`config.mk`:
```
export PLATFORM = sky130hd
export DESIGN_NAME = dma_chan_seq
export DESIGN_NICKNAME = d
export VERILOG_FILES = /design/src/rtl/dma_seq_pkg.sv /design/src/rtl/dma_cfg_regs.sv /design/src/rtl/dma_addr_unit.sv /design/src/rtl/dma_blk_ctl.sv /design/src/rtl/dma_chan_seq.sv
export SDC_FILE = /design/constraint.sdc
export NUM_CORES = 1
export LEC_CHECK = 0
export BUFFER_PORTS_ARGS = -buffer_cell sky130_fd_sc_hd__buf_2
export CELL_PAD_IN_SITES_DETAIL_PLACEMENT = 1
export CELL_PAD_IN_SITES_GLOBAL_PLACEMENT = 2
export CORE_ASPECT_RATIO = 0.9
export CORE_MARGIN = 10
export CORE_UTILIZATION = 36
export DETAILED_ROUTE_END_ITERATION = 7
export PLACE_DENSITY = 0.83
export SKIP_LAST_GASP = 1
export SLEW_MARGIN = 0
export SYNTH_ARGS = -nofsm -noshare
export SYNTH_HDL_FRONTEND = slang
export SYNTH_SLANG_ARGS = --single-unit
```
`constraint.sdc`:
```
create_clock -name clk -period 3.95 [get_ports clk]
set_clock_uncertainty 0.15 [all_clocks]
set_input_delay 0.1975 -clock clk [delete_from_list [all_inputs] [get_ports clk]]
set_output_delay 0.1975 -clock clk [all_outputs]
set_load 0.01 [all_outputs]
```
`src/rtl/dma_seq_pkg.sv`:
```
package dma_seq_pkg;

    // Register offset space of the channel write port
    localparam int REG_AW = 3;

    localparam logic [REG_AW-1:0] OFS_CTRL   = 3'd0;
    localparam logic [REG_AW-1:0] OFS_LEN_LO = 3'd1;
    localparam logic [REG_AW-1:0] OFS_RPT    = 3'd3;
    localparam logic [REG_AW-1:0] OFS_ADR0   = 3'd4;

    // Address step selection
    typedef enum logic [1:0] {
        STEP_HOLD  = 2'b00,
        STEP_UP    = 2'b01,
        STEP_DOWN  = 2'b10,
        STEP_KEEP  = 2'b11
    } step_e;

    // Control byte, low nibble: {step, repeat mode, enable}
    typedef struct packed {
        step_e dir;
        logic  rpt_mode;
        logic  en;
    } ctrl_t;

    typedef enum logic {
        SEQ_IDLE = 1'b0,
        SEQ_RUN  = 1'b1
    } seq_e;

    function automatic ctrl_t ctrl_from_nibble(input logic [3:0] b);
        ctrl_t c;
        c.en       = b[0];
        c.rpt_mode = b[1];
        c.dir      = step_e'(b[3:2]);
        return c;
    endfunction

    function automatic logic is_offset(input logic [REG_AW-1:0] a, input int ofs);
        return a == REG_AW'(ofs);
    endfunction

endpackage

```
`src/rtl/dma_cfg_regs.sv`:
```
module dma_cfg_regs
    import dma_seq_pkg::*;
#(
    parameter int CNT_W = 16
) (
    input  logic              clk,
    input  logic              rst,
    input  logic              wr_ok,
    input  logic [REG_AW-1:0] wr_addr,
    input  logic [7:0]        wr_data,
    input  logic              en_clr,
    output ctrl_t             ctrl,
    output logic [CNT_W-1:0]  blk_len
);
    localparam int LEN_BYTES = CNT_W / 8;
    localparam logic [CNT_W-1:0] LEN_RST = CNT_W'(1);

    logic [7:0] len_b [LEN_BYTES];

    always_ff @(posedge clk) begin
        if (rst) begin
            ctrl <= '0;
        end else if (wr_ok && wr_addr == OFS_CTRL) begin
            ctrl <= ctrl_from_nibble(wr_data[3:0]);
        end else if (en_clr) begin
            ctrl.en <= 1'b0;
        end
    end

    for (genvar i = 0; i < LEN_BYTES; i++) begin : g_len
        always_ff @(posedge clk) begin
            if (rst) begin
                len_b[i] <= LEN_RST[8*i +: 8];
            end else if (wr_ok && is_offset(wr_addr, int'(OFS_LEN_LO) + i)) begin
                len_b[i] <= wr_data;
            end
        end
        assign blk_len[8*i +: 8] = len_b[i];
    end

    // a self-disable always leaves the enable clear on the next cycle
    a_r9_enable_cleared : assert property (@(posedge clk) disable iff (rst)
        en_clr |=> !ctrl.en);

endmodule

```
`src/rtl/dma_addr_unit.sv`:
```
module dma_addr_unit
    import dma_seq_pkg::*;
#(
    parameter int ADDR_W = 24
) (
    input  logic              clk,
    input  logic              rst,
    input  logic              wr_ok,
    input  logic [REG_AW-1:0] wr_addr,
    input  logic [7:0]        wr_data,
    input  logic              step_en,
    input  step_e             dir,
    output logic [ADDR_W-1:0] cur_addr
);
    localparam int ADDR_BYTES = ADDR_W / 8;

    function automatic logic [ADDR_W-1:0] next_addr(input logic [ADDR_W-1:0] a, input step_e d);
        logic [ADDR_W-1:0] n;
        unique case (d)
            STEP_UP:   n = a + ADDR_W'(1);
            STEP_DOWN: n = a - ADDR_W'(1);
            default:   n = a;
        endcase
        return n;
    endfunction

    always_ff @(posedge clk) begin
        if (rst) begin
            cur_addr <= '0;
        end else if (step_en) begin
            cur_addr <= next_addr(cur_addr, dir);
        end else if (wr_ok) begin
            for (int i = 0; i < ADDR_BYTES; i++) begin
                if (is_offset(wr_addr, int'(OFS_ADR0) + i)) begin
                    cur_addr[8*i +: 8] <= wr_data;
                end
            end
        end
    end

    // stepping up advances the address by exactly one
    a_r5_step_up : assert property (@(posedge clk) disable iff (rst)
        (step_en && dir == STEP_UP) |=> cur_addr == $past(cur_addr) + ADDR_W'(1));

    // stepping down lowers the address by exactly one
    a_r5_step_down : assert property (@(posedge clk) disable iff (rst)
        (step_en && dir == STEP_DOWN) |=> cur_addr == $past(cur_addr) - ADDR_W'(1));

endmodule

```
`src/rtl/dma_blk_ctl.sv`:
```
module dma_blk_ctl
    import dma_seq_pkg::*;
#(
    parameter int CNT_W = 16,
    parameter int RPT_W = 8
) (
    input  logic              clk,
    input  logic              rst,
    input  logic              trig,
    input  logic              ch_en,
    input  logic              rpt_mode,
    input  logic [CNT_W-1:0]  blk_len,
    input  logic              req_ready,
    input  logic              wr_ok,
    input  logic [REG_AW-1:0] wr_addr,
    input  logic [7:0]        wr_data,
    input  logic              abort_req,
    output logic              busy,
    output logic              start,
    output logic              xfer,
    output logic              en_clr,
    output logic              done
);
    seq_e             st;
    logic [CNT_W-1:0] left;
    logic [RPT_W-1:0] rpt;
    logic             abort_pend;
    logic             blk_end;
    logic             stop;
    logic             aborting;
    logic             rpt_last;

    assign busy     = (st == SEQ_RUN);
    assign start    = !busy && ch_en && trig;
    assign xfer     = busy && req_ready;
    assign blk_end  = xfer && (left == CNT_W'(1));
    assign aborting = abort_pend || abort_req;
    assign stop     = xfer && (blk_end || aborting);
    assign rpt_last = (rpt == RPT_W'(1));
    assign en_clr   = stop && (aborting || !rpt_mode || rpt_last);

    always_ff @(posedge clk) begin
        if (rst) begin
            st <= SEQ_IDLE;
        end else if (start) begin
            st <= SEQ_RUN;
        end else if (stop) begin
            st <= SEQ_IDLE;
        end
    end

    always_ff @(posedge clk) begin
        if (rst) begin
            left <= CNT_W'(1);
        end else if (start) begin
            left <= (blk_len == '0) ? '1 : blk_len;
        end else if (xfer) begin
            left <= left - CNT_W'(1);
        end
    end

    always_ff @(posedge clk) begin
        if (rst) begin
            rpt <= '0;
        end else if (wr_ok && wr_addr == OFS_RPT) begin
            rpt <= RPT_W'(wr_data);
        end else if (blk_end && rpt != '0) begin
            rpt <= rpt - RPT_W'(1);
        end
    end

    always_ff @(posedge clk) begin
        if (rst) begin
            abort_pend <= 1'b0;
        end else if (stop) begin
            abort_pend <= 1'b0;
        end else if (abort_req) begin
            abort_pend <= 1'b1;
        end
    end

    always_ff @(posedge clk) begin
        if (rst) begin
            done <= 1'b0;
        end else begin
            done <= en_clr;
        end
    end

    // the done pulse never lasts two cycles
    a_r9_done_single : assert property (@(posedge clk) disable iff (rst)
        done |=> !done);

    // a running block always has elements left
    a_r6_left_nonzero : assert property (@(posedge clk) disable iff (rst)
        busy |-> left != '0);

    // a pending abort ends the block at the next handshake
    a_r11_abort_ends : assert property (@(posedge clk) disable iff (rst)
        (abort_pend && req_ready) |=> !busy);

    // no block starts while the channel is disabled
    a_r3_idle_without_enable : assert property (@(posedge clk) disable iff (rst)
        (!busy && !ch_en) |=> !busy);

endmodule

```
`src/rtl/dma_chan_seq.sv`:
```
module dma_chan_seq
    import dma_seq_pkg::*;
#(
    parameter int CNT_W  = 16,
    parameter int RPT_W  = 8,
    parameter int ADDR_W = 24
) (
    input  logic              clk,
    input  logic              rst,
    input  logic              wr_en,
    input  logic [2:0]        wr_addr,
    input  logic [7:0]        wr_data,
    input  logic              trig,
    input  logic              req_ready,
    output logic              req_valid,
    output logic [ADDR_W-1:0] req_addr,
    output logic              enabled,
    output logic              done
);
    ctrl_t            ctrl;
    logic [CNT_W-1:0] blk_len;
    logic             busy;
    logic             start;
    logic             xfer;
    logic             en_clr;
    logic             wr_ok;
    logic             abort_req;

    // Writes land only while idle and not starting; a clearing control write aborts a run
    assign wr_ok     = wr_en && !busy && !start;
    assign abort_req = wr_en && busy && (wr_addr == OFS_CTRL) && !wr_data[0];

    dma_cfg_regs #(.CNT_W(CNT_W)) i_cfg (
        .clk     (clk),
        .rst     (rst),
        .wr_ok   (wr_ok),
        .wr_addr (wr_addr),
        .wr_data (wr_data),
        .en_clr  (en_clr),
        .ctrl    (ctrl),
        .blk_len (blk_len)
    );

    dma_addr_unit #(.ADDR_W(ADDR_W)) i_addr (
        .clk      (clk),
        .rst      (rst),
        .wr_ok    (wr_ok),
        .wr_addr  (wr_addr),
        .wr_data  (wr_data),
        .step_en  (xfer),
        .dir      (ctrl.dir),
        .cur_addr (req_addr)
    );

    dma_blk_ctl #(.CNT_W(CNT_W), .RPT_W(RPT_W)) i_ctl (
        .clk       (clk),
        .rst       (rst),
        .trig      (trig),
        .ch_en     (ctrl.en),
        .rpt_mode  (ctrl.rpt_mode),
        .blk_len   (blk_len),
        .req_ready (req_ready),
        .wr_ok     (wr_ok),
        .wr_addr   (wr_addr),
        .wr_data   (wr_data),
        .abort_req (abort_req),
        .busy      (busy),
        .start     (start),
        .xfer      (xfer),
        .en_clr    (en_clr),
        .done      (done)
    );

    assign req_valid = busy;
    assign enabled   = ctrl.en;

    // a waiting request keeps its address and stays valid
    a_r4_hold_request : assert property (@(posedge clk) disable iff (rst)
        (req_valid && !req_ready) |=> (req_valid && $stable(req_addr)));

    // done only appears with the channel already disabled
    a_r9_done_disabled : assert property (@(posedge clk) disable iff (rst)
        done |-> !enabled);

    // the address does not move while the channel is idle and unwritten
    a_r10_idle_addr_hold : assert property (@(posedge clk) disable iff (rst)
        (!req_valid && !wr_en) |=> $stable(req_addr));

endmodule

```
* After elaboration in Yosys (flattened, before gate mapping)
Memory sizes are Yosys's and may differ from the RTL's.
Cells that the tools add are included.
W data, S select, Z words.
** Word-level totals
- Bits in registers :: 55
- Memory bits (writable) :: 16
- Bits of input ports :: 16
- Output and inout port bits :: 27
- Word-level logic and storage cells :: 93
- Memories :: 1
** Operators by class
- Add/sub/neg operators :: 4
- Equality and inequality tests :: 11
- Mux-type cells :: 25
- Bitwise gates (word level) :: 2
- Reductions and logical operators :: 39
** Memories
- i_cfg.len_b :: depth 2, bits a word 8, rd ports 2, clocked after Yosys merged registers in 0, write ports 2, line dma_cfg_regs.sv:18 : logic [7:0] len_b [LEN_BYTES];
** Operator list (count)
- $mux W8 :: 7
- $mux W16 :: 3
- $mux W24 :: 2
- $pmux W24 S2 :: 1
- $add A24 B1 Y24 const B :: 1
- $sub A24 B1 Y24 const B :: 1
- $eq A16 B1 Y1 const B :: 1
- $logic_and A1 B1 Y1 :: 16
- $logic_not A16 Y1 :: 1
- $reduce_bool A2 Y1 :: 8
- $sub A16 B1 Y16 const B :: 1
- $mux W1 :: 12
- $eq A3 B3 Y1 const B :: 3
- $reduce_and A3 Y1 :: 3
- $eq A8 B1 Y1 const B :: 1
- $reduce_bool A8 Y1 :: 1
- $sub A8 B1 Y8 const B :: 1
- $eq A3 B2 Y1 const B :: 2
- $logic_not A1 Y1 :: 4
- $logic_or A1 B1 Y1 :: 4
- $eq A3 B1 Y1 const B :: 1
- $logic_not A3 Y1 :: 1
- $ne A3 B3 Y1 const B :: 1
- $eq A2 B1 Y1 const B :: 1
- 3 further kinds :: 4

* Longest topological paths before layout
Gate-level depths: netlist (run 1).
- Word-level depth :: 10
- Mapped depth :: 15

* Hierarchy
A second synthesis (run 1) with hierarchy kept.
** Second synthesis, totals
- Cell total of the unflattened synthesis :: 638
- Area total of the unflattened synthesis :: 5114.9 sq um
** Modules (own cells, without submodules)
- dma_addr_unit :: times used 1, cells each 358, area each 2492.4 sq um, sequential area each 480.5 sq um
- dma_blk_ctl :: times used 1, cells each 209, area each 1751.7 sq um, sequential area each 540.5 sq um
- dma_cfg_regs :: times used 1, cells each 68, area each 850.8 sq um, sequential area each 560.5 sq um
- dma_chan_seq :: times used 1, cells each 3, area each 20.0 sq um, sequential area each 0.0 sq um

* Least setup slack after synthesis (run 1)
Ideal clock, no wire load.
- Kind :: register -> register
- Start :: register i_cfg.ctrl[2] (netlist name)
- End :: register i_addr.cur_addr[20]
- Setup time :: 0.114 ns
- Arrival time :: 3.329 ns
- Required time :: 3.686 ns
- Path slack :: 0.356 ns
- Cell stages (with the launch flop) :: 16
- Path buffers :: 4
- Path through :: dfxtp_1 > inv_1 > ha_1 > buf_2 > buf_2 > buf_1 > buf_1 > xor2_1 > ha_1 > or3_1 > a21oi_1 > o32ai_2 > a31oi_1 > a21oi_1 > mux2i_1 > a2111oi_0
** Between the ends
- Longest elaborated chain between the ends :: 3
- Elaborated cells between the ends (all ways) :: 6
** Ends and longest elaborated chain
- $eq A2 B1 Y1 / $eq A2 B2 Y1 (equally long branches) :: line dma_addr_unit.sv:19 : unique case (d)
- $ne A3 B3 Y1 (no line) / $pmux W24 S2 (equally long branches)
- $reduce_and A3 Y1 (no line) / $mux W24 (equally long branches)
- to (signal assigned) :: line dma_addr_unit.sv:31 : cur_addr <= next_addr(cur_addr, dir);
- to (signal, indexed assignment) :: line dma_addr_unit.sv:35 : cur_addr[8*i +: 8] <= wr_data;
- to (decl) :: line dma_addr_unit.sv:13 : output logic [ADDR_W-1:0] cur_addr
Several ways; a longest one is shown, not always the timed one.
A chain may end at the register's enable or synchronous reset.

* Worst setup path after layout (run 1)
- Start :: register i_cfg.ctrl[3] (netlist name)
- End :: register i_addr.cur_addr[22]
** Between the ends
- Longest elaborated chain between the ends :: 3
- Elaborated cells between the ends (all ways) :: 6
** Ends and longest elaborated chain (line)
- $eq A2 B1 Y1 / $eq A2 B2 Y1 (equally long branches) :: dma_addr_unit.sv:19
- $ne A3 B3 Y1 (no line) / $pmux W24 S2 (equally long branches)
- $reduce_and A3 Y1 (no line) / $mux W24 (equally long branches)
Several ways; a longest one is shown, not always the timed one.

==> results of run 1 <==
## worst min-delay path by stage
stage | start | end | slack, ns
floorplan | wr_data[0] | i_cfg.ctrl[0] | 0.18
global placement | i_cfg.ctrl[2] | i_cfg.ctrl[2] | 0.33
detailed placement | i_ctl.abort_pend | i_ctl.abort_pend | 0.35
CTS | wr_data[0] | i_cfg.ctrl[0] | 0.02
global route | wr_data[0] | i_cfg.ctrl[0] | 0.04
finish | wr_data[0] | i_cfg.ctrl[0] | 0.02
## synthesized netlist by cell type (11+ instances only)
| cell | number |
|---|---|
| a21oi_1 | 35 |
| clkbuf_1 | 41 |
| or3_1 | 12 |
| nor2_1 | 71 |
| xor2_1 | 13 |
| and2_1 | 19 |
| nor4_1 | 16 |
| inv_1 | 14 |
| nor3_1 | 26 |
| nand2b_1 | 14 |
| edfxtp_1 | 16 |
| o21ai_0 | 35 |
| dfxtp_1 | 55 |
| xnor2_1 | 19 |
| a31oi_1 | 11 |
| nand2_1 | 47 |
| a211oi_1 | 16 |
| nand3_1 | 20 |
## per-stage QoR
| stage | std cells | hold WS, ns | power [mW] |
|---|---|---|---|
| 2_1_floorplan | 652 | 0.1835 | 0.9181 |
| 3_3_place_gp | 841 | 0.3292 | 0.9811 |
| 3_5_place_dp | 841 | 0.3549 | 0.9872 |
| 4_1_cts | 857 | 0.01807 | 1.803 |
| 5_1_grt | 857 | 0.04187 | 1.853 |
| 6_report | 857 | 0.02215 | 1.791 |
## power breakdown
part | total (mW) | leakage (nW) | internal (mW) | switching (mW)
Sequential | 0.802 | 0.600 | 0.766 | 0.0354
Clock | 0.818 | 0.142 | 0.483 | 0.334
Combinational | 0.171 | 1.29 | 0.0618 | 0.110
## registers in the layout (all words and copies together) (netlist names)
name              count
i_ctl.done            1
i_ctl.abort_pend      1
i_cfg.ctrl            4
i_ctl.left           16
i_ctl.rpt             8
i_ctl.busy            1
i_addr.cur_addr      24
i_cfg.len_b          16
## cell families after synthesis
logic type,share of synthesized area [%]
flip-flops,31.12
adder cells (fa/ha/maj),1.723
AND/OR/NAND/NOR,29.15
buffers and inverters,5.293
AO/OA/AOI/OAI,25.43
XOR/XNOR,5.515
multiplexers,1.773
## worst register-to-register path, stage by stage (launching register included)
cell and delay (ns):
dfxtp_1 0.38, ha_2 0.34, xor2_1 0.18, ha_1 0.22
a21boi_0 0.19, o22ai_1 0.17, a211oi_1 0.54, o21ai_0 0.27
a21oi_1 0.31, mux2i_1 0.23, nor2_1 0.05
## final cells by class
cell class | count | area, µm²
Fill cell | 1752 | 8280
Sequential cell | 71 | 1582
Multi-Input combinational cell | 512 | 3234
Inverter | 15 | 56.30
Tap cell | 193 | 241.5
Clock buffer | 9 | 225.2
Timing Repair Buffer | 50 | 270.3
Clock inverter | 7 | 63.81
## per-layer routing
| layer | global-route usage, % | vias to the layer above | routed length [µm] |
|---|---|---|---|
| met5 | 0 | - | 0 |
| met3 | 3.988 | 27 | 686 |
| met2 | 29.20 | 108 | 8169 |
| met1 | 23.89 | 2570 | 8456 |
| met4 | 4.938 | 0 | 281 |
| li1 | - | 2424 | - |
## placed cells by master (no fill, tap or decap), types with 9 or more instances in the layout
| master | instances |
|---|---|
| a211oi_1 | 16 |
| a21oi_1 | 35 |
| a31oi_1 | 11 |
| and2_1 | 19 |
| buf_2 | 42 |
| clkbuf_16 | 9 |
| dfxtp_1 | 55 |
| edfxtp_1 | 16 |
| inv_1 | 14 |
| mux2i_1 | 9 |
| nand2_1 | 47 |
| nand2b_1 | 14 |
| nand3_1 | 20 |
| nor2_1 | 71 |
| nor2b_1 | 9 |
| nor3_1 | 26 |
| nor4_1 | 16 |
| o21ai_0 | 35 |
| or3_1 | 12 |
| xnor2_1 | 19 |
| xor2_1 | 13 |
==> metrics.cfg, run 1 <==
[status]
outcome = completed

[grt]
grt_first_pass_wirelength_um = 28770
grt_pass1_vias = 5280
grt_overflow_total = 0
track_usage_pct = 18.13
antenna_found_initial = 0
grt_max_degree = 62

[final_layout]
final_layout_size_suffix_gt1_share_pct = 11.60
nets = 682
antenna_cells = 0
utilization_pct = 40.66
area_growth_pct = 11.62
stdcell_area_um2 = 5673

[placed_design]
port_buffers = 42
dpl.hpwl_um = 12580
place_congestion = 0.8016
placed_cell_area_um2 = 5384
dpl_worst_slack_ns = 0.8202

[routing]
drt_drc_violations_left = 0
vias = 5129
routed_wl_um = 17590
post_drt_wl_per_cell_um = 20.53
drt_first_pass_iters = 5
drtAntennaViolNets = 0
vias_per_cell = 5.985
drt-initial-drc-count = 404

[floorplan]
rows = 41
ios = 43
initial_core_util_pct = 36.42
fp.dieH_um = 132.7
design.core.area_um2 = 13950
die_area_um2 = 19280
die_x_um = 145.2

[clock_tree]
clk_pin_slew_ns = 0.06
numCtsBuffers = 9
clock-sinks = 71
cts_setup_buffers = 0
htreeDepth = 3
tritoncts = yes
cts_hold_buffers = 0
clk_path_buf_depth = 2
cts_root_buffer = clkbuf_16
cts_resized = 0
clock_latency_ns = 0.35

[setup_path]
crit_slowest_cell = a211oi_1
rr_worst_depth = 10
regToRegSetupSlack_ns = 0.81
cp_top_family = compound AO/OA/AOI/OAI gates
critPathCapture = i_addr.cur_addr[22]
start_kind = register
cp-end-kind = register
critPathMaxStageDelay_ns = 0.54
crit_fanout = 11
path_cells = ha_2 -> xor2_1 -> ha_1 -> a21boi_0 -> o22ai_1 -> a211oi_1 -> o21ai_0 -> a21oi_1 -> mux2i_1 -> nor2_1
worst-path-stages = 10
worstPathArrival_ns = 3.23
critPathLaunch = i_cfg.ctrl[3]
critPathBufInv = 0
r2r_start = i_cfg.ctrl[3]
path_class = reg -> reg
critPathRequiredTime_ns = 4.04
rr_endpoint = i_addr.cur_addr[22]

[synthesis]
synthCells = 652
synth_top_area_share_pct = 21.66
ys.flop_type = dfxtp_1
synth_area_per_cell_um2 = 7.795
ys_top_cells_by_area = dfxtp_1 (22%), edfxtp_1 (9.5%), nor2_1 (5.2%)
synth_seq_cells = 71
synthArstFlopShare_pct = 0
syn_area_um2 = 5082
synth-edff-count = 16
yosys_warnings = 0
synth_largest_area_cell = dfxtp_1
syn_nets = 675
yosysUniqueCellTypes = 67
synth_seq_area_share_pct = 31.12

[sta]
max_clock_freq_mhz = 318.0
rsz0062_at_grt = no
setup_tns_ns = 0
fin_ws_ns = 0.8056
finalCritPeriodShare_pct = 79.61
min_period_ns = 3.144
finalSetupViolations = 0
slew-limit-headroom_pct = 26.60
worstMarginPinSlew_ns = 1.089
drv_slew = 0
hold_violations = 0

[min_path]
holdCritPathClass = in -> reg
hold_depth = 3

[job]
maxCapViolations = 0

[power]
power_density_nw_per_um2 = 315.8
max-vdd-ir-drop_mv = 0.2282
cellLeakagePower_nw = 2.034

No activity file was read; power rests on OpenSTA's default activity.
==> inputs of run 2 (changes only) <==
--- a/config.mk
+++ b/config.mk
@@ -5,14 +5,15 @@
 export SDC_FILE = /design/constraint.sdc
 export NUM_CORES = 1
 export LEC_CHECK = 0
+export ABC_AREA = 1
 export BUFFER_PORTS_ARGS = -buffer_cell sky130_fd_sc_hd__buf_2
 export CELL_PAD_IN_SITES_DETAIL_PLACEMENT = 1
 export CELL_PAD_IN_SITES_GLOBAL_PLACEMENT = 2
 export CORE_ASPECT_RATIO = 0.9
 export CORE_MARGIN = 10
-export CORE_UTILIZATION = 36
+export CORE_UTILIZATION = 30
 export DETAILED_ROUTE_END_ITERATION = 7
-export PLACE_DENSITY = 0.83
+export PLACE_DENSITY = 0.79
 export SKIP_LAST_GASP = 1
 export SLEW_MARGIN = 0
 export SYNTH_ARGS = -nofsm -noshare
==> constraint.sdc (replaced) <==
create_clock -name clk -period 2.8 [get_ports clk]
set_clock_uncertainty 0.15 [all_clocks]
set_input_delay 0.14 -clock clk [delete_from_list [all_inputs] [get_ports clk]]
set_output_delay 0.14 -clock clk [all_outputs]
set_load 0.01 [all_outputs]
==> run 2 against run 1 <==
  * Combinational power increased to 2.5 times the previous value
  * Largest cell class unchanged
  * Maximum frequency increased by 26%
  * Setup slack got worse by 0.51 ns
  * Cell area increased by 15%
  * Clock-buffer cell count is 1 higher
  * Global-route usage decreased by 1.4 points
  * Critical path type unchanged
==> metrics.cfg, run 2 <==
[status]
outcome = completed

[synthesis]
syn_nets = 931
synth-edff-count = 16
ys_top_cells_by_area = dfxtp_1 (19%), nand2_1 (14%), edfxtp_1 (8.3%)
synth_seq_cells = 71
syn_area_um2 = 5757
synth_area_per_cell_um2 = 6.340
ys.flop_type = dfxtp_1
synthArstFlopShare_pct = 0
synth_seq_area_share_pct = 27.47
synthCells = 908
yosys_warnings = 0
synth_top_area_share_pct = 19.13
yosysUniqueCellTypes = 48
synthTopCellsByCount = nand2_1 (209), inv_1 (117), nor2_1 (117), nand3_1 (68), o21ai_0 (64)
synth_most_common_cell = nand2_1
synth_largest_area_cell = dfxtp_1

[grt]
grt_first_pass_wirelength_um = 33530
grt_overflow_total = 0
grt_pass1_vias = 5900
track_usage_pct = 16.69
grt_max_degree = 43
antenna_found_initial = 0

[floorplan]
die_x_um = 166.0
fp.dieH_um = 151.4
design.core.area_um2 = 18640
die_area_um2 = 25140
initial_core_util_pct = 30.88
rows = 47
ios = 43

[min_path]
holdCritPathClass = in -> reg
min-delay-start = wr_data[1]

[clock_tree]
cts_hold_buffers = 6
tritoncts = yes
clock-sinks = 71
clk_pin_slew_ns = 0.07
cts_resized = 0
htreeDepth = 3
cts_root_buffer = clkbuf_16
numCtsBuffers = 9
clock_latency_ns = 0.35
clk_path_buf_depth = 2
cts_setup_buffers = 0

[placed_design]
placedCellCount = 1179
port_buffers = 42
place_congestion = 0.8452
dpl.hpwl_um = 16310

[routing]
drt_drc_violations_left = 0
post_drt_wl_per_cell_um = 17.67
vias_per_cell = 4.978
drt_first_pass_iters = 6
drt-initial-drc-count = 388
vias = 5979
routed_wl_um = 21230
drtAntennaViolNets = 0

[power]
intPower_mw = 1.926
cellLeakagePower_nw = 2.982
p_switching_mw = 0.8710
p_comb_share_pct = 15.6
switching_share_pct = 31.14
clkPwrFrac_pct = 43.8
seq_power_share_pct = 40.7
power_density_nw_per_um2 = 427.9
max-vdd-ir-drop_mv = 0.3180

[sta]
hold_violations = 0
min_period_ns = 2.501
finalSetupViolations = 0
max_clock_freq_mhz = 399.9
worstMarginPinSlew_ns = 1.101
finalCritPeriodShare_pct = 89.32
slew-limit-headroom_pct = 25.81
rsz0062_at_grt = no
drv_slew = 0
setup_tns_ns = 0

[final_layout]
mostFrequentLayoutCell = nand2_1
area_growth_pct = 13.54
antenna_cells = 0
final_layout_size_suffix_gt1_share_pct = 17.99
fin_cells = 1201
nets = 974
final_cell_mix = nand2_1 (209), inv_1 (117), nor2_1 (117), nand3_1 (68), o21ai_0 (64)
largest_reg_flops = 24
top_regs = i_addr.cur_addr x24, i_cfg.len_b x16, i_ctl.left x16
largest_register = i_addr.cur_addr

[job]
maxCapViolations = 0

[setup_path]
path_class = reg -> reg
crit_fanout = 22
cp-end-kind = register
critPathLaunch = i_cfg.ctrl[2]
critPathRequiredTime_ns = 2.94
r2r_start = i_cfg.ctrl[2]
start_kind = register
worstPathArrival_ns = 2.64

## run 2: changes by cell type after synthesis, moves of 18 or more
cell,before,now
a21oi_1,35,54
and2_1,19,1
clkbuf_1,41,10
inv_1,14,117
nand2_1,47,209
nand2_2,0,36
nand3_1,20,68
nor2_1,71,117
nor2_2,0,19
nor3_1,26,7
o21ai_0,35,64
## run 2: power groups by stage
| stage | Clock [mW] | Combinational (mW) | Sequential, mW |
|---|---|---|---|
| finish | 1.22 | 0.435 | 1.14 |
| global route | 1.28 | 0.488 | 1.14 |
| CTS | 1.25 | 0.438 | 1.14 |
| detailed placement | 0 | 0.429 | 1.16 |
| global placement | 0 | 0.425 | 1.16 |
| floorplan | 0 | 0.297 | 1.15 |
## run 2: routing by layer
layer	vias up	routed length (µm)	GRT usage [%]
met4	0	272	4.115
met3	17	785	2.383
met1	2847	10790	23.02
met5	-	0	0
met2	107	9382	26.80
li1	3008	-	-
## run 2: logic make-up (layout without fill, tap and decap cells)
kind of cell	count (synthesis)	after routing	synth area share [%]
xor+xnor	14	14	2.130
compound gates	156	156	15.54
flops	71	71	27.47
fa+ha+maj	7	7	1.521
buf+inv	155	203	11.74
simple gates	505	505	41.60
## run 2: worst paths after layout
kind	to	slack, ns	cells after the start
max reg2reg	i_addr.cur_addr[12]	0.30	16
min	i_ctl.rpt[1]	0.02	3
max	i_addr.cur_addr[12]	0.30	16
min reg2reg	i_ctl.rpt[5]	0.33	2
## run 2: layout make-up
class                           instances  area, µm²
Fill cell                            2419      12110
Multi-Input combinational cell        682       3502
Sequential cell                        71       1582
Inverter                              129      491.7
Timing Repair Buffer                   58      357.8
Tap cell                              245      306.5
Clock buffer                           10      229.0
Clock inverter                          6      67.56
## run 2: worst max-delay path, cell delays in order (launching register included)
cell	delay [ns]
dfxtp_1	0.31
inv_1	0.07
ha_2	0.21
buf_12	0.19
nand2_1	0.07
inv_1	0.07
nor2_2	0.05
ha_1	0.18
a21oi_1	0.22
nor2_1	0.11
a21oi_1	0.24
o21bai_2	0.12
nand2_1	0.11
nand2_1	0.06
nand2_1	0.05
nand3_1	0.07
a21oi_1	0.14
## run 2: metrics by stage
step | power [mW] | util [%] | setup WS (ns) | hold WS (ns) | area (µm²)
floorplan | 1.448 | - | 0.5563 | 0.1509 | 5757
CTS | 2.822 | 35.06 | 0.2772 | 0.009349 | 6536
global placement | 1.585 | 33.15 | 0.3635 | 0.3062 | 6180
global route | 2.913 | 35.06 | 0.04840 | 0.05447 | 6536
detailed placement | 1.590 | 33.15 | 0.2872 | 0.3000 | 6180
finish | 2.797 | 35.06 | 0.2991 | 0.01657 | 6536
==> inputs of run 3 (changes only) <==
--- a/config.mk
+++ b/config.mk
@@ -11,9 +11,9 @@
 export CELL_PAD_IN_SITES_GLOBAL_PLACEMENT = 2
 export CORE_ASPECT_RATIO = 0.9
 export CORE_MARGIN = 10
-export CORE_UTILIZATION = 30
+export CORE_UTILIZATION = 23
 export DETAILED_ROUTE_END_ITERATION = 7
-export PLACE_DENSITY = 0.79
+export PLACE_DENSITY = 0.63
 export SKIP_LAST_GASP = 1
 export SLEW_MARGIN = 0
 export SYNTH_ARGS = -nofsm -noshare
==> run 3 against run 2 <==
  * Hold slack improved by 0.022 ns
  * Utilization is 7.8 points lower
  * Critical endpoint is now i_addr.cur_addr[16]
  * Clock power shrank 9%
  * Power is 3.7% lower
  * Highest routed layer unchanged
  * Sequential share of layout area fell by 0.52 points
  * Cell area is 2.2% higher
==> metrics.cfg, run 3 (synthesis gave the netlist of run 2 again) <==
[sta]
min_period_ns = 2.517
fin_ws_ns = 0.2826
drv_slew = 0
hold_violations = 0
finalCritPeriodShare_pct = 89.91
setup_tns_ns = 0
worstMarginPinSlew_ns = 1.094
max_clock_freq_mhz = 397.2
slew-limit-headroom_pct = 26.27
finalSetupViolations = 0
hold_slack_ns = 0.03891
rsz0062_at_grt = no

[grt]
grt_first_pass_wirelength_um = 35760
antenna_found_initial = 0
grt_max_degree = 27
grt_overflow_total = 0
track_usage_pct = 14.33
grt_pass1_vias = 6031

[routing]
post_drt_wl_per_cell_um = 17.42
routed_wl_um = 22630
drt_drc_violations_left = 0
vias = 5950
drt_first_pass_iters = 4
drtAntennaViolNets = 0
drt-initial-drc-count = 311
vias_per_cell = 4.580

[clock_tree]
tritoncts = yes
cts_resized = 0
clk_pin_slew_ns = 0.06
clock_latency_ns = 0.35
clk_path_buf_depth = 2
htreeDepth = 3
clock-sinks = 71
numCtsBuffers = 9
cts_root_buffer = clkbuf_16

[final_layout]
multi_input_area_um2 = 3502
utilization_pct = 27.31
seq_area_um2 = 1582
nets = 981
final_cell_mix = nand2_1 (209), inv_1 (117), nor2_1 (117), nand3_1 (68), o21ai_0 (64)
top_regs = i_addr.cur_addr x24, i_cfg.len_b x16, i_ctl.left x16
fin_cells = 1299
fillers = 3208
area_growth_pct = 16.02
antenna_cells = 0
largest_reg_flops = 24
final_layout_size_suffix_gt1_share_pct = 18.48
mostFrequentLayoutCell = nand2_1
stdcell_area_um2 = 6679
largest_register = i_addr.cur_addr

[job]
maxCapViolations = 0

[setup_path]
critPathRequiredTime_ns = 2.93
cp-end-kind = register
path_class = reg -> reg
crit_fanout = 7
worstPathArrival_ns = 2.65
start_kind = register

[placed_design]
dpl.hpwl_um = 17790
dpl_worst_slack_ns = 0.3224
place_congestion = 0.8515
port_buffers = 42
placed_cell_area_um2 = 6346
placedCellCount = 1277

[floorplan]
ios = 43
design.core.area_um2 = 24460
initial_core_util_pct = 23.54
die_area_um2 = 31770
die_x_um = 186.8
rows = 54
fp.dieH_um = 170.1

[power]
total_power_mw = 2.694
max-vdd-ir-drop_mv = 0.2512
power_density_nw_per_um2 = 403.3
cellLeakagePower_nw = 3.001

[status]
outcome = completed

[min_path]
holdCritPathClass = in -> reg

-- run 3: cell count changes in the layout (fill, tap and decap cells not counted), sizes merged --
cell / change
inv: -1
buf: +7
clkbuf: -1
clkinvlp: +1
clkinv: +2
bufinv: -1
-- run 3: critical path: stages (launching register included) --
cell and delay [ns]:
dfxtp_1 0.31, inv_1 0.09, ha_2 0.31, nand2_1 0.08, inv_1 0.07, nor2_2 0.06, ha_1 0.17, a21oi_1 0.26
nor2_1 0.14, a21oi_1 0.24, o21bai_2 0.14, nand2_1 0.12, nand2_1 0.06, nand2_1 0.05, nand3_1 0.07, a21oi_1 0.13
-- run 3: area by class of cell --
class / instances / area share [%]
clock inverters: 7 / 0.7119
multi-input cells: 682 / 52.44
flip-flops and latches: 71 / 23.68
well taps: 336 / 6.294
repair buffers: 65 / 6.145
inverters: 129 / 7.362
clock buffers: 9 / 3.372
-- run 3: final timing paths --
path	from	endpoint	slack, ns	depth (start not counted)
hold / removal	wr_data[1]	i_cfg.ctrl[1]	0.04	3
setup / recovery	i_cfg.ctrl[2]	i_addr.cur_addr[16]	0.28	15
hold reg to reg	i_cfg.ctrl[0]	i_cfg.ctrl[0]	0.33	2
setup reg to reg	i_cfg.ctrl[2]	i_addr.cur_addr[16]	0.28	15
-- run 3: what timing repair did --
action	4_1_cts	5_1_grt
hold buffers	6	0
buffers inserted	0	0
endpoints found under the hold margin	6	0
-- run 3: power breakdown --
group	switching [mW]	leakage (nW)	internal [mW]
clock	0.509	0.123	0.599
sequential	0.0471	0.609	1.09
combinational	0.304	2.27	0.145
total	0.861	3.00	1.83
-- run 3: layer usage --
metal  track usage, %  wire [µm]  vias up
met2            22.50       9893       72
met4            2.522        149        0
met1            20.49      11960     2840
met3            2.125        631       13
li1                 -          -     3025
met5                0          0        -
